===== config.mk =====
export PLATFORM = sky130hd
export DESIGN_NAME = cseq_recorder
export DESIGN_NICKNAME = d
export VERILOG_FILES = /design/src/rtl/cseq_pkg.sv /design/src/rtl/cseq_rst_sync.sv /design/src/rtl/cseq_store.sv /design/src/rtl/cseq_ctrl.sv /design/src/rtl/cseq_recorder.sv
export SDC_FILE = /design/constraint.sdc
export NUM_CORES = 1
export LEC_CHECK = 0
export ABC_AREA = 1
export CORE_ASPECT_RATIO = 1.5
export CORE_UTILIZATION = 50
export DETAILED_ROUTE_END_ITERATION = 8
export PLACE_DENSITY = 0.72
export SETUP_SLACK_MARGIN = 0.4
export SYNTH_ARGS = -nofsm -noshare
export SYNTH_HDL_FRONTEND = slang
export SYNTH_HIERARCHICAL = 1
export SYNTH_SLANG_ARGS = --single-unit

===== constraint.sdc =====
create_clock -name clk -period 2.5 [get_ports clk]
set_input_delay 0.625 -clock clk [delete_from_list [all_inputs] [get_ports clk]]
set_output_delay 0.625 -clock clk [all_outputs]
set_load 0.02 [all_outputs]

===== src/rtl/cseq_pkg.sv =====
package cseq_pkg;

  typedef enum logic [1:0] {
    ST_IDLE = 2'd0,
    ST_REC  = 2'd1,
    ST_RUN  = 2'd2
  } cseq_state_e;

  typedef enum logic [1:0] {
    CMD_INSN  = 2'd0,
    CMD_BEGIN = 2'd1,
    CMD_END   = 2'd2,
    CMD_EXEC  = 2'd3
  } cseq_cmd_e;

endpackage


===== src/rtl/cseq_rst_sync.sv =====
module cseq_rst_sync (
  input  logic clk,
  input  logic rst_n,
  output logic rst_sync_n
);
  logic [1:0] sync_q;

  always_ff @(posedge clk or negedge rst_n) begin
    if (!rst_n) sync_q <= 2'b00;
    else        sync_q <= {sync_q[0], 1'b1};
  end

  assign rst_sync_n = sync_q[1];
endmodule


===== src/rtl/cseq_store.sv =====
module cseq_store #(
  parameter int DEPTH = 16,
  parameter int WIDTH = 15,
  localparam int AW   = $clog2(DEPTH)
) (
  input  logic             clk,
  input  logic             wr_en,
  input  logic [AW-1:0]    wr_addr,
  input  logic [WIDTH-1:0] wr_data,
  input  logic [AW-1:0]    rd_addr,
  output logic [WIDTH-1:0] rd_data
);
  logic [WIDTH-1:0] mem [DEPTH];

  always_ff @(posedge clk) begin
    if (wr_en) mem[wr_addr] <= wr_data;
  end

  assign rd_data = mem[rd_addr];
endmodule


===== src/rtl/cseq_ctrl.sv =====
module cseq_ctrl
  import cseq_pkg::*;
#(
  parameter int DEPTH = 16,
  localparam int AW   = $clog2(DEPTH),
  localparam int SW   = $clog2(DEPTH + 1)
) (
  input  logic        clk,
  input  logic        rst_n,
  input  logic        clear,
  input  logic        cmd_valid,
  input  logic [1:0]  cmd_kind,
  input  logic        iss_ready,
  output logic        wr_en,
  output cseq_state_e state,
  output logic [SW-1:0] size,
  output logic [AW-1:0] addr,
  output logic [AW-1:0] left,
  output logic        err_empty,
  output logic        err_long,
  output logic        err_open
);
  cseq_state_e   state_q, state_d;
  logic [SW-1:0] size_q, size_d;
  logic [AW-1:0] addr_q, addr_d;
  logic [AW-1:0] left_q, left_d;
  logic          e_empty_q, e_empty_d;
  logic          e_long_q, e_long_d;
  logic          e_open_q, e_open_d;
  cseq_cmd_e     kind;

  assign kind = cseq_cmd_e'(cmd_kind);

  always_comb begin
    state_d   = state_q;
    size_d    = size_q;
    addr_d    = addr_q;
    left_d    = left_q;
    e_empty_d = e_empty_q;
    e_long_d  = e_long_q;
    e_open_d  = e_open_q;
    wr_en     = 1'b0;
    if (clear) begin
      state_d   = ST_IDLE;
      size_d    = '0;
      addr_d    = '0;
      left_d    = '0;
      e_empty_d = 1'b0;
      e_long_d  = 1'b0;
      e_open_d  = 1'b0;
    end else begin
      unique case (state_q)
        ST_IDLE: begin
          if (cmd_valid && kind == CMD_BEGIN) begin
            state_d = ST_REC;
            size_d  = '0;
            addr_d  = '0;
          end else if (cmd_valid && kind == CMD_EXEC && size_q != '0) begin
            state_d = ST_RUN;
            addr_d  = '0;
            left_d  = AW'(size_q - SW'(1));
          end
        end
        ST_REC: begin
          if (cmd_valid) begin
            unique case (kind)
              CMD_INSN: begin
                if (size_q == SW'(DEPTH)) begin
                  e_long_d = 1'b1;
                end else begin
                  wr_en  = 1'b1;
                  size_d = size_q + SW'(1);
                  addr_d = addr_q + AW'(1);
                end
              end
              CMD_BEGIN: begin
                size_d = '0;
                addr_d = '0;
              end
              CMD_END: begin
                state_d = ST_IDLE;
                addr_d  = '0;
                if (size_q == '0) e_empty_d = 1'b1;
              end
              CMD_EXEC: e_open_d = 1'b1;
              default: ;
            endcase
          end
        end
        ST_RUN: begin
          if (iss_ready) begin
            if (left_q == '0) begin
              state_d = ST_IDLE;
              addr_d  = '0;
            end else begin
              addr_d = addr_q + AW'(1);
              left_d = left_q - AW'(1);
            end
          end
        end
        default: state_d = ST_IDLE;
      endcase
    end
  end

  always_ff @(posedge clk or negedge rst_n) begin
    if (!rst_n) begin
      state_q   <= ST_IDLE;
      size_q    <= '0;
      addr_q    <= '0;
      left_q    <= '0;
      e_empty_q <= 1'b0;
      e_long_q  <= 1'b0;
      e_open_q  <= 1'b0;
    end else begin
      state_q   <= state_d;
      size_q    <= size_d;
      addr_q    <= addr_d;
      left_q    <= left_d;
      e_empty_q <= e_empty_d;
      e_long_q  <= e_long_d;
      e_open_q  <= e_open_d;
    end
  end

  assign state     = state_q;
  assign size      = size_q;
  assign addr      = addr_q;
  assign left      = left_q;
  assign err_empty = e_empty_q;
  assign err_long  = e_long_q;
  assign err_open  = e_open_q;
endmodule


===== src/rtl/cseq_recorder.sv =====
module cseq_recorder
  import cseq_pkg::*;
#(
  parameter int DEPTH = 16,
  parameter int OPC_W = 5,
  parameter int OPA_W = 4,
  parameter int OPB_W = 6,
  localparam int AW   = $clog2(DEPTH),
  localparam int SW   = $clog2(DEPTH + 1),
  localparam int IW   = OPC_W + OPA_W + OPB_W
) (
  input  logic             clk,
  input  logic             rst_n,
  input  logic             clear_i,
  input  logic             cmd_valid_i,
  input  logic [1:0]       cmd_kind_i,
  input  logic [OPC_W-1:0] cmd_opc_i,
  input  logic [OPA_W-1:0] cmd_opa_i,
  input  logic [OPB_W-1:0] cmd_opb_i,
  input  logic             iss_ready_i,
  output logic             iss_valid_o,
  output logic [OPC_W-1:0] iss_opc_o,
  output logic [OPA_W-1:0] iss_opa_o,
  output logic [OPB_W-1:0] iss_opb_o,
  output logic [1:0]       state_o,
  output logic [SW-1:0]    size_o,
  output logic [AW-1:0]    addr_o,
  output logic [AW-1:0]    left_o,
  output logic             active_o,
  output logic             err_empty_o,
  output logic             err_long_o,
  output logic             err_open_o
);
  logic          rst_sync_n;
  logic          wr_en;
  cseq_state_e   state;
  logic [AW-1:0] addr;
  logic [IW-1:0] rd_word;

  cseq_rst_sync u_rst (
    .clk        (clk),
    .rst_n      (rst_n),
    .rst_sync_n (rst_sync_n)
  );

  cseq_ctrl #(.DEPTH(DEPTH)) u_ctrl (
    .clk       (clk),
    .rst_n     (rst_sync_n),
    .clear     (clear_i),
    .cmd_valid (cmd_valid_i),
    .cmd_kind  (cmd_kind_i),
    .iss_ready (iss_ready_i),
    .wr_en     (wr_en),
    .state     (state),
    .size      (size_o),
    .addr      (addr),
    .left      (left_o),
    .err_empty (err_empty_o),
    .err_long  (err_long_o),
    .err_open  (err_open_o)
  );

  cseq_store #(.DEPTH(DEPTH), .WIDTH(IW)) u_store (
    .clk     (clk),
    .wr_en   (wr_en),
    .wr_addr (addr),
    .wr_data ({cmd_opc_i, cmd_opa_i, cmd_opb_i}),
    .rd_addr (addr),
    .rd_data (rd_word)
  );

  assign iss_valid_o = (state == ST_RUN);
  assign active_o    = (state != ST_IDLE);
  assign state_o     = state;
  assign addr_o      = addr;
  assign iss_opc_o   = rd_word[IW-1 -: OPC_W];
  assign iss_opa_o   = rd_word[OPB_W +: OPA_W];
  assign iss_opb_o   = rd_word[OPB_W-1:0];
endmodule


# Word level (Yosys, flattened, before mapping)
# Memories as Yosys holds them, arrays and structs flattened.
# Index checks and enable logic that the tools add are counted.
dict set report totals {
  memories 1
  ramBits 240
  in_bits 22
  elab_cells 108
  out_inout_bits 35
  regBits 20
}
# name words width read_ports rd_clocked_by_memory_dff write_ports line_no
set mem_list {}
lappend mem_list {u_store.mem 16 15 1 0 1 cseq_store.sv:13} ;# logic [WIDTH-1:0] mem [DEPTH];
dict set report classes {
  reduce_logical 27
  n_mux 50
  n_addsub 4
  n_eq_ne 18
}
# cell count
set op_table {}
lappend op_table {{$mux W4} 12}
lappend op_table {{$mux W1} 21}
lappend op_table {{$mux W5} 4}
lappend op_table {{$pmux W5 S2} 2}
lappend op_table {{$pmux W4 S2} 2}
lappend op_table {{$reduce_bool A2 Y1} 8}
lappend op_table {{$reduce_and A5 Y1} 3}
lappend op_table {{$mux W2} 7}
lappend op_table {{$ne A3 B2 Y1 const B} 4}
lappend op_table {{$ne A3 B3 Y1 const B} 4}
lappend op_table {{$pmux W4 S3} 1}
lappend op_table {{$ne A4 B4 Y1 const B} 2}
lappend op_table {{$reduce_and A4 Y1} 2}
lappend op_table {{$sub A4 B1 Y4 const B} 2}
lappend op_table {{$eq A2 B2 Y1 const B} 3}
lappend op_table {{$pmux W2 S3} 1}
lappend op_table {{$reduce_and A6 Y1} 1}
lappend op_table {{$reduce_bool A3 Y1} 2}
lappend op_table {{$add A5 B1 Y5 const B} 1}
lappend op_table {{$eq A5 B5 Y1 const B} 1}
lappend op_table {{$logic_not A5 Y1} 1}
lappend op_table {{$reduce_bool A5 Y1} 1}
lappend op_table {{$add A4 B1 Y4 const B} 1}
lappend op_table {{$eq A2 B1 Y1 const B} 2}
lappend op_table {{8 further kinds} 11}

# Logic depth before layout (Yosys ltp)
# Gate-level depths: netlist of run 1.
dict set report depth {
  depth_word 8
  depth_mapped 11
  mapped_depth_nobuf 11
}

# Modules after synthesis
# The synthesis of run 1 kept the hierarchy.
# module seq_area_each_um2 cells_per_inst area_per_inst_um2 instances
set modules_own_cells {}
lappend modules_own_cells {cseq_store 7206.9 994 10311.1 1}
lappend modules_own_cells {cseq_ctrl 450.4 186 1328.8 1}
lappend modules_own_cells {cseq_rst_sync 50.0 3 53.8 1}
lappend modules_own_cells {cseq_recorder 0.0 4 15.0 1}

# Worst setup path after synthesis of run 1
# Ideal clock, no wire load.
dict set report synth_path {
  path_type {register to register}
  startpoint {register u_ctrl.state_q[1], in the netlist u_ctrl/state[1]}
  endpoint {memory u_store.mem[12][0], enable pin}
  path_slack_ns 0.055
  setup_time_ns 0.386
  required_time_ns 2.114
  n_path_buf 0
  synth_period_minus_slack_ns 2.445
  stages_incl_launch_ff 9
  arrival_time_ns 2.058
  cell_sequence {dfrtp_1 -> inv_1 -> ha_1 -> inv_2 -> nor2_2 -> nand4_1 -> inv_1 -> nand3_1 -> nor2_1}
}
dict set report synth_between {
  elab_chain_len 5
}
# item line_no
set synth_lines {}
lappend synth_lines {{start, declared} cseq_ctrl.sv:23} ;# cseq_state_e state_q, state_d;
lappend synth_lines {{start signal, assigned} cseq_ctrl.sv:116} ;# state_q <= state_d;
lappend synth_lines {{$eq A2 B1 Y1} cseq_ctrl.sv:52} ;# unique case (state_q)
lappend synth_lines {{$mux W1} cseq_ctrl.sv:52}
lappend synth_lines {{$mux W1} cseq_ctrl.sv:43} ;# if (clear) begin
lappend synth_lines {{named net wr_en} cseq_recorder.sv:35} ;# logic wr_en;
lappend synth_lines {{$mux W1} cseq_store.sv:16} ;# if (wr_en) mem[wr_addr] <= wr_data;
lappend synth_lines {{$mux W1 (implied by the code)} cseq_store.sv:16}
lappend synth_lines {{end, declared} cseq_store.sv:13}
# The timed path passes the listed nets, and every way through them passes these cells.

# Worst setup path after layout of run 1
dict set report layout_path {
  startpoint {register u_ctrl.addr_q[0], in the netlist u_ctrl/addr[0]}
  endpoint {output port iss_opb_o[3]}
}
dict set report layout_between {
  elab_chain_len 1
}
# item line_no
set layout_lines {}
lappend layout_lines {{start, declared} cseq_ctrl.sv:25} ;# logic [AW-1:0] addr_q, addr_d;
lappend layout_lines {{start signal, assigned} cseq_ctrl.sv:118} ;# addr_q <= addr_d;
lappend layout_lines {{$mem_v2 Z16 W15} n/a}
lappend layout_lines {{end, declared} cseq_recorder.sv:24} ;# output logic [OPB_W-1:0] iss_opb_o,
# No other way between the ends.

==> results_dict.tcl, run 1 <==
set metrics [dict create \
    routed_wl_um 31100 \
    grt_pass1_vias 8811 \
    cp_data_arrival_time_ns 2.14 \
    cts_sinks 260 \
    antenna_cells 0 \
    worstMarginPinSlew_ns 0.828 \
    coreArea_um2 23000 \
    num_vias 8780 \
    startpoint_type "flip-flop" \
    io-pin-count 57 \
    drtAntennaViolNets 0 \
    cts.reportedPaths.clkPinSlew_ns 0.07 \
    drt_first_pass_iters 5 \
    synth_top_area_share_pct 61.6 \
    fmax_ghz 0.362 \
    clock-root-buffer "clkbuf_16" \
    fp.dieW_um 127 \
    ctsHoldBuffers 0 \
    htreeDepth 1 \
    grt_usage_pct 26.1 \
    synthFlopType "edfxtp_1" \
    hold_viol_final 0 \
    stdcell_count 1604 \
    crit_start "u_ctrl/addr[0]" \
    relSlewSlack_pct 44.8 \
    die_h_um 189 \
    violations "negative setup slack" \
    yosys.cell_count.top_type "nand2_1" \
    place_congestion 0.888 \
    multi_input_area_um2 3450 \
    skew_ns 0.0166 \
    drt-initial-drc-count 769 \
    drv_slew 0 \
    insertion_delay_ns 0.52 \
    final_area_um2 15000 \
    ys_ff_latch 260 \
    synth_top_area_cell "edfxtp_1" \
    reg2reg_from "u_ctrl/state[1]" \
    setup_tns_ns -1.94 \
    cp_data_required_time_ns 1.88 \
    setup_slack_ns -0.265 \
    yosysUniqueCellTypes 31 \
    synth.top_cells.by_count "nand2_1 (377), edfxtp_1 (240), inv_1 (207)" \
    dpl_cell_area_um2 13400 \
    clockBufferDepth 3 \
    antenna_found_initial 0 \
    path_class "flip-flop to output pin" \
    rows 68 \
    initial_utilization_pct 51.0 \
    fin_crit_sh_pct 111 \
    seq_area_frac_synth_pct 65.8 \
    place_inst 1541 \
    synthCells 1187 \
    ir_worst_vdd_mv 0.516 \
    drive_above_1_share_pct 19.7 \
    synth.cell_area_um2 11700 \
    avgSynthCellArea_um2 9.86 \
    syn_to_final_growth_pct 28.0 \
    overflow 0 \
    regArea_um2 7720 \
    finalCriticalPeriod_ns 2.77 \
    critPathCaptureType "output pin" \
    n_fill_cell 1685 \
    yosys_warnings 6 \
    die-area_um2 24000 \
    drt-wirelength-per-cell_um 19.4 \
    viasPerCell 5.47 \
    cts_tree "built" \
    cellPowerDensity_nw_per_um2 698 \
    async_flop_share_pct 7.69 \
    drv_cap 0 \
    outcome "finished, violations left" \
    rsz0062_at_grt "true" \
    synth_nets 1220 \
    nets 1339 \
    dp.final_hpwl_um 18600 \
    grt_pass1_wl_um 47200 \
    synthTopCellsByArea "edfxtp_1 (62%), nand2_1 (12%), nand3_1 (8.3%), inv_1 (6.6%), dfrtp_1 (4.3%)" \
    drc_errors 0 \
    p_leak_nw 6.44 \
    setup_viol 15 \
    synth-edff-count 240 \
    grt_max_degree 31 \
    cp_max_fo 18 \
    hold_path.class "input pin to asynchronous set/reset pin" \
    numCtsBuffers 24 \
    port_buffers 56 \
]
kinds of logic (layout without fill, tap and decap cells):
group	count (synthesis)	in the layout	synth area share [%]
buffers and inverters	262	399	8.81
AND/OR/NAND/NOR	631	631	23.0
adder cells (fa/ha/maj)	11	11	1.18
AO/OA/AOI/OAI	20	20	1.00
flip-flops	260	260	65.8
XOR/XNOR	2	2	0.150
other	1	1	0.0320
layout make-up:
cell class,instances,area share (%)
Multi-Input combinational cell,665,23.0
Clock buffer,31,4.33
Inverter,212,5.39
Tap cell,280,2.34
Timing Repair Buffer,143,12.7
Clock inverter,13,0.752
Sequential cell,260,51.5
layer usage:
metal | part of all wire, % | global-route usage (%) | vias up
met5 | 0 | 0 | -
li1 | - | - | 4068
met2 | 52 | 46.6 | 428
met3 | 7.6 | 3.65 | 116
met4 | 5.6 | 15.5 | 0
met1 | 35 | 29.6 | 4168
state kept, by name (all words and copies together) (netlist names):
| register | count |
|---|---|
| u_ctrl/addr | 4 |
| u_ctrl/size | 5 |
| u_ctrl/err_open | 1 |
| u_ctrl/err_empty | 1 |
| u_ctrl/left | 4 |
| u_store/mem | 240 |
| u_ctrl/err_long | 1 |
| u_rst/sync_q | 2 |
| u_ctrl/state | 2 |
report_power, final:
| group | internal (W) | switching [W] | total [W] |
|---|---|---|---|
| Clock | 0.00204 | 0.00153 | 0.00357 |
| Combinational | 0.000820 | 0.00122 | 0.00204 |
| Sequential | 0.00480 | 0.0000552 | 0.00485 |
| Total | 0.00765 | 0.00281 | 0.0105 |
placed cells by master (no fill, tap or decap), types with 3 or more instances in the layout:
cell type and instances:
dfrtp_1 14, clkinv_2 6, buf_6 19, buf_12 40, buf_4 33, ha_1 9
nand2_2 27, o21ai_0 3, clkbuf_16 29, inv_1 205, a21oi_1 5, clkinv_1 4
clkdlybuf4s50_1 21, buf_16 5, inv_2 6, clkbuf_1 6, edfxtp_1 240, nor2_4 16
nand4_1 9, nor2_1 22, nand3_1 144, dlygate4sd2_1 16, nand3_2 51, nand2_1 347
o21ai_1 8, nor2_2 4, nand2_4 4, dfrtp_2 5
timing repair:
action                                 CTS  global route
gates cloned                             5             4
gates resized for setup                172            50
setup endpoints to repair               46           155
pin swaps                               17            20
setup buffers                            5             5
endpoints found under the hold margin    0             0
path summary, 6_finish.rpt:
check,to,slack [ns],cells after the start
max,iss_opb_o[3],-0.27,8
min,u_rst/sync_q[0],0.26,1
max reg2reg,u_store/mem[12][6],0.43,9
min reg2reg,u_ctrl/err_empty,0.34,0
max in group asynchronous,u_ctrl/addr[0],1.55,0
min in group clk,u_rst/sync_q[1],0.37,0
critical path, stage by stage (launching register included):
cell and delay [ns]:
dfrtp_4 0.54, buf_12 0.18, buf_12 0.15, nand2_1 0.08, nand3_1 0.14, nand3_2 0.12, nand3_2 0.13, nand2_2 0.13
buf_6 0.13
metrics by stage:
stage / hold WS, ns / utilization, % / power (W) / worst slack [ns]
4_1_cts: 0.243 / 63.7 / 0.0104 / -0.127
6_report: 0.256 / 65.2 / 0.0105 / -0.265
2_1_floorplan: 0.226 / - / 0.00598 / 0.404
5_1_grt: 0.250 / 65.2 / 0.0108 / -0.284
3_5_place_dp: 0.342 / 58.5 / 0.00661 / -0.0865
3_3_place_gp: 0.340 / 58.5 / 0.00658 / -0.0735
Note: power is estimated with default switching activity, not from simulation.
==> run 2, diff against run 1 <==
--- a/config.mk
+++ b/config.mk
@@ -7,9 +7,9 @@
 export LEC_CHECK = 0
 export ABC_AREA = 1
 export CORE_ASPECT_RATIO = 1.5
-export CORE_UTILIZATION = 50
+export CORE_UTILIZATION = 41
 export DETAILED_ROUTE_END_ITERATION = 8
-export PLACE_DENSITY = 0.72
+export PLACE_DENSITY = 0.62
 export SETUP_SLACK_MARGIN = 0.4
 export SYNTH_ARGS = -nofsm -noshare
 export SYNTH_HDL_FRONTEND = slang
==> run 2 against run 1 <==
  * The flow still finishes with violations (negative setup slack)
  * Largest power group unchanged
  * Die area up 22%
  * Critical path type unchanged
  * Non-clock buffer count rose by 21
  * Sequential power hardly changed
  * Worst hold slack got worse by 0.021 ns
==> results_dict.tcl, run 2 (synthesis gave the netlist of run 1 again) <==
set metrics [dict create \
    outcome "finished, violations left" \
    violations "negative setup slack" \
    place_congestion 0.861 \
    numCtsBuffers 26 \
    hold_path.class "input pin to asynchronous set/reset pin" \
    reg2reg_from "u_ctrl/state[1]" \
    critPathCaptureType "output pin" \
    drc_errors 0 \
    finalCriticalPeriod_ns 2.72 \
    n_fill_cell 2405 \
    crit_buf_inv 5 \
    drtAntennaViolNets 0 \
    final_cell_mix "nand2_1 (353), edfxtp_1 (240), inv_1 (204)" \
    drt-initial-drc-count 610 \
    grt_max_degree 26 \
    setup_viol 15 \
    r2r_slack_ns 0.47 \
    drv_slew 0 \
    nets 1362 \
    cp_max_fo 9 \
    grt_pass1_vias 8481 \
    r2r_cells 10 \
    cp_cell_sequence "clkinv_8 > buf_12 > buf_12 > clkbuf_16 > nand2_1 > nand3_1 > nand3_1 > nand3_1 > nand2_2 > buf_6" \
    worstMarginPinSlew_ns 0.851 \
    ctsHoldBuffers 0 \
    die-area_um2 29300 \
    fmax_ghz 0.368 \
    hold_viol_final 0 \
    skew_ns 0.0227 \
    cts_tree "built" \
    startpoint_type "flip-flop" \
    insertion_delay_ns 0.54 \
    syn_to_final_growth_pct 30.1 \
    critPathSlowestCell "dfrtp_4" \
    num_vias 8638 \
    drt_first_pass_iters 5 \
    path_class "flip-flop to output pin" \
    pre_cts_ws_ns -0.147 \
    top_register "u_store/mem" \
    max_stage_delay_ns 0.47 \
    antenna_found_initial 1 \
    coreArea_um2 28100 \
    cpLargestDelayFamily "buffers and inverters" \
    cts.reportedPaths.clkPinSlew_ns 0.07 \
    rows 75 \
    relSlewSlack_pct 43.3 \
    drv_cap 0 \
    reg2reg_to "u_store/mem[8][10]" \
    cts_sinks 260 \
    path_common_cell "nand3_1" \
    initial_utilization_pct 41.7 \
    rsz0062_at_grt "true" \
    clockBufferDepth 3 \
    fin_crit_sh_pct 109 \
    p_leak_nw 6.55 \
    drive_above_1_share_pct 19.6 \
    drt-wirelength-per-cell_um 18.3 \
    grt_pass1_wl_um 46600 \
    grt_usage_pct 21.3 \
    dp.final_hpwl_um 19400 \
    routed_wl_um 31000 \
    clock-root-buffer "clkbuf_16" \
    stdcell_count 1694 \
    io-pin-count 57 \
    die_h_um 209 \
    port_buffers 56 \
    final_common_cell "nand2_1" \
    cp_data_required_time_ns 1.88 \
    cp_data_arrival_time_ns 2.09 \
    htreeDepth 1 \
    antenna_cells 0 \
    largest_register_ffs 240 \
    place_inst 1620 \
    ir_worst_vdd_mv 0.497 \
    overflow 0 \
    setup_slack_ns -0.215 \
    viasPerCell 5.10 \
    fp.dieW_um 140 \
    cellPowerDensity_nw_per_um2 696 \
]
## run 2: worst max path at each step
stage | from | endpoint | slack, ns | cells after the start
finish | u_ctrl/addr[0] | iss_opb_o[4] | -0.22 | 10
global placement | u_ctrl/addr[0] | iss_opa_o[0] | -0.13 | 9
CTS | u_ctrl/addr[0] | iss_opa_o[0] | -0.18 | 8
global route | u_ctrl/addr[0] | iss_opb_o[4] | -0.27 | 10
detailed placement | u_ctrl/addr[0] | iss_opa_o[0] | -0.15 | 9
floorplan | cmd_kind_i[0] | u_store/mem[4][0] | 0.40 | 6
## run 2: per-layer routing
metal / vias to the layer above / track usage (%) / part of all wire [%]
met1: 4085 / 24.7 / 38
met4: 2 / 11.8 / 5.2
met5: - / 0 / 0.042
li1: 4119 / - / -
met3: 95 / 2.84 / 5.8
met2: 337 / 37.9 / 51
## run 2: repair_timing
item                                    in CTS  in global routing
endpoints found under the setup margin      87                185
gates cloned                                 5                  6
pin swaps                                   16                 22
buffers inserted                             5                 11
resized for setup                          151                 60
## run 2: per-stage QoR
stage	setup TNS, ns	cell area, um2	hold slack [ns]	power, W	util, %
floorplan	0	11800	0.226	0.00598	-
global placement	-1.09	13600	0.339	0.00661	48.6
detailed placement	-1.98	13600	0.338	0.00664	48.6
CTS	-1.89	14800	0.218	0.0105	52.8
global route	-3.04	15200	0.229	0.0110	54.3
finish	-1.83	15200	0.235	0.0106	54.3
## run 2: area by class of cell
cell class | instances | area, um2 | area share, %
inverters | 212 | 811 | 5.32
repair buffers | 164 | 2130 | 14.0
clock buffers | 38 | 747 | 4.90
well taps | 346 | 433 | 2.84
multi-input cells | 665 | 3340 | 21.9
flip-flops and latches | 260 | 7720 | 50.7
clock inverters | 9 | 56.3 | 0.370
## run 2: worst register-to-register path, delay by kind of cell, from the launching register on
family	cells	cell delay [ns]
flip-flops	1	0.45
adder cells (fa/ha/maj)	1	0.15
AND/OR/NAND/NOR	4	0.53
buffers and inverters	5	0.63
## run 2: where the power goes
| group | leakage [nW] | switching [W] | internal (W) |
|---|---|---|---|
| sequential | 2.41 | 0.0000554 | 0.00480 |
| combinational | 3.75 | 0.00119 | 0.000873 |
| clock | 0.387 | 0.00161 | 0.00208 |
| total | 6.55 | 0.00285 | 0.00775 |
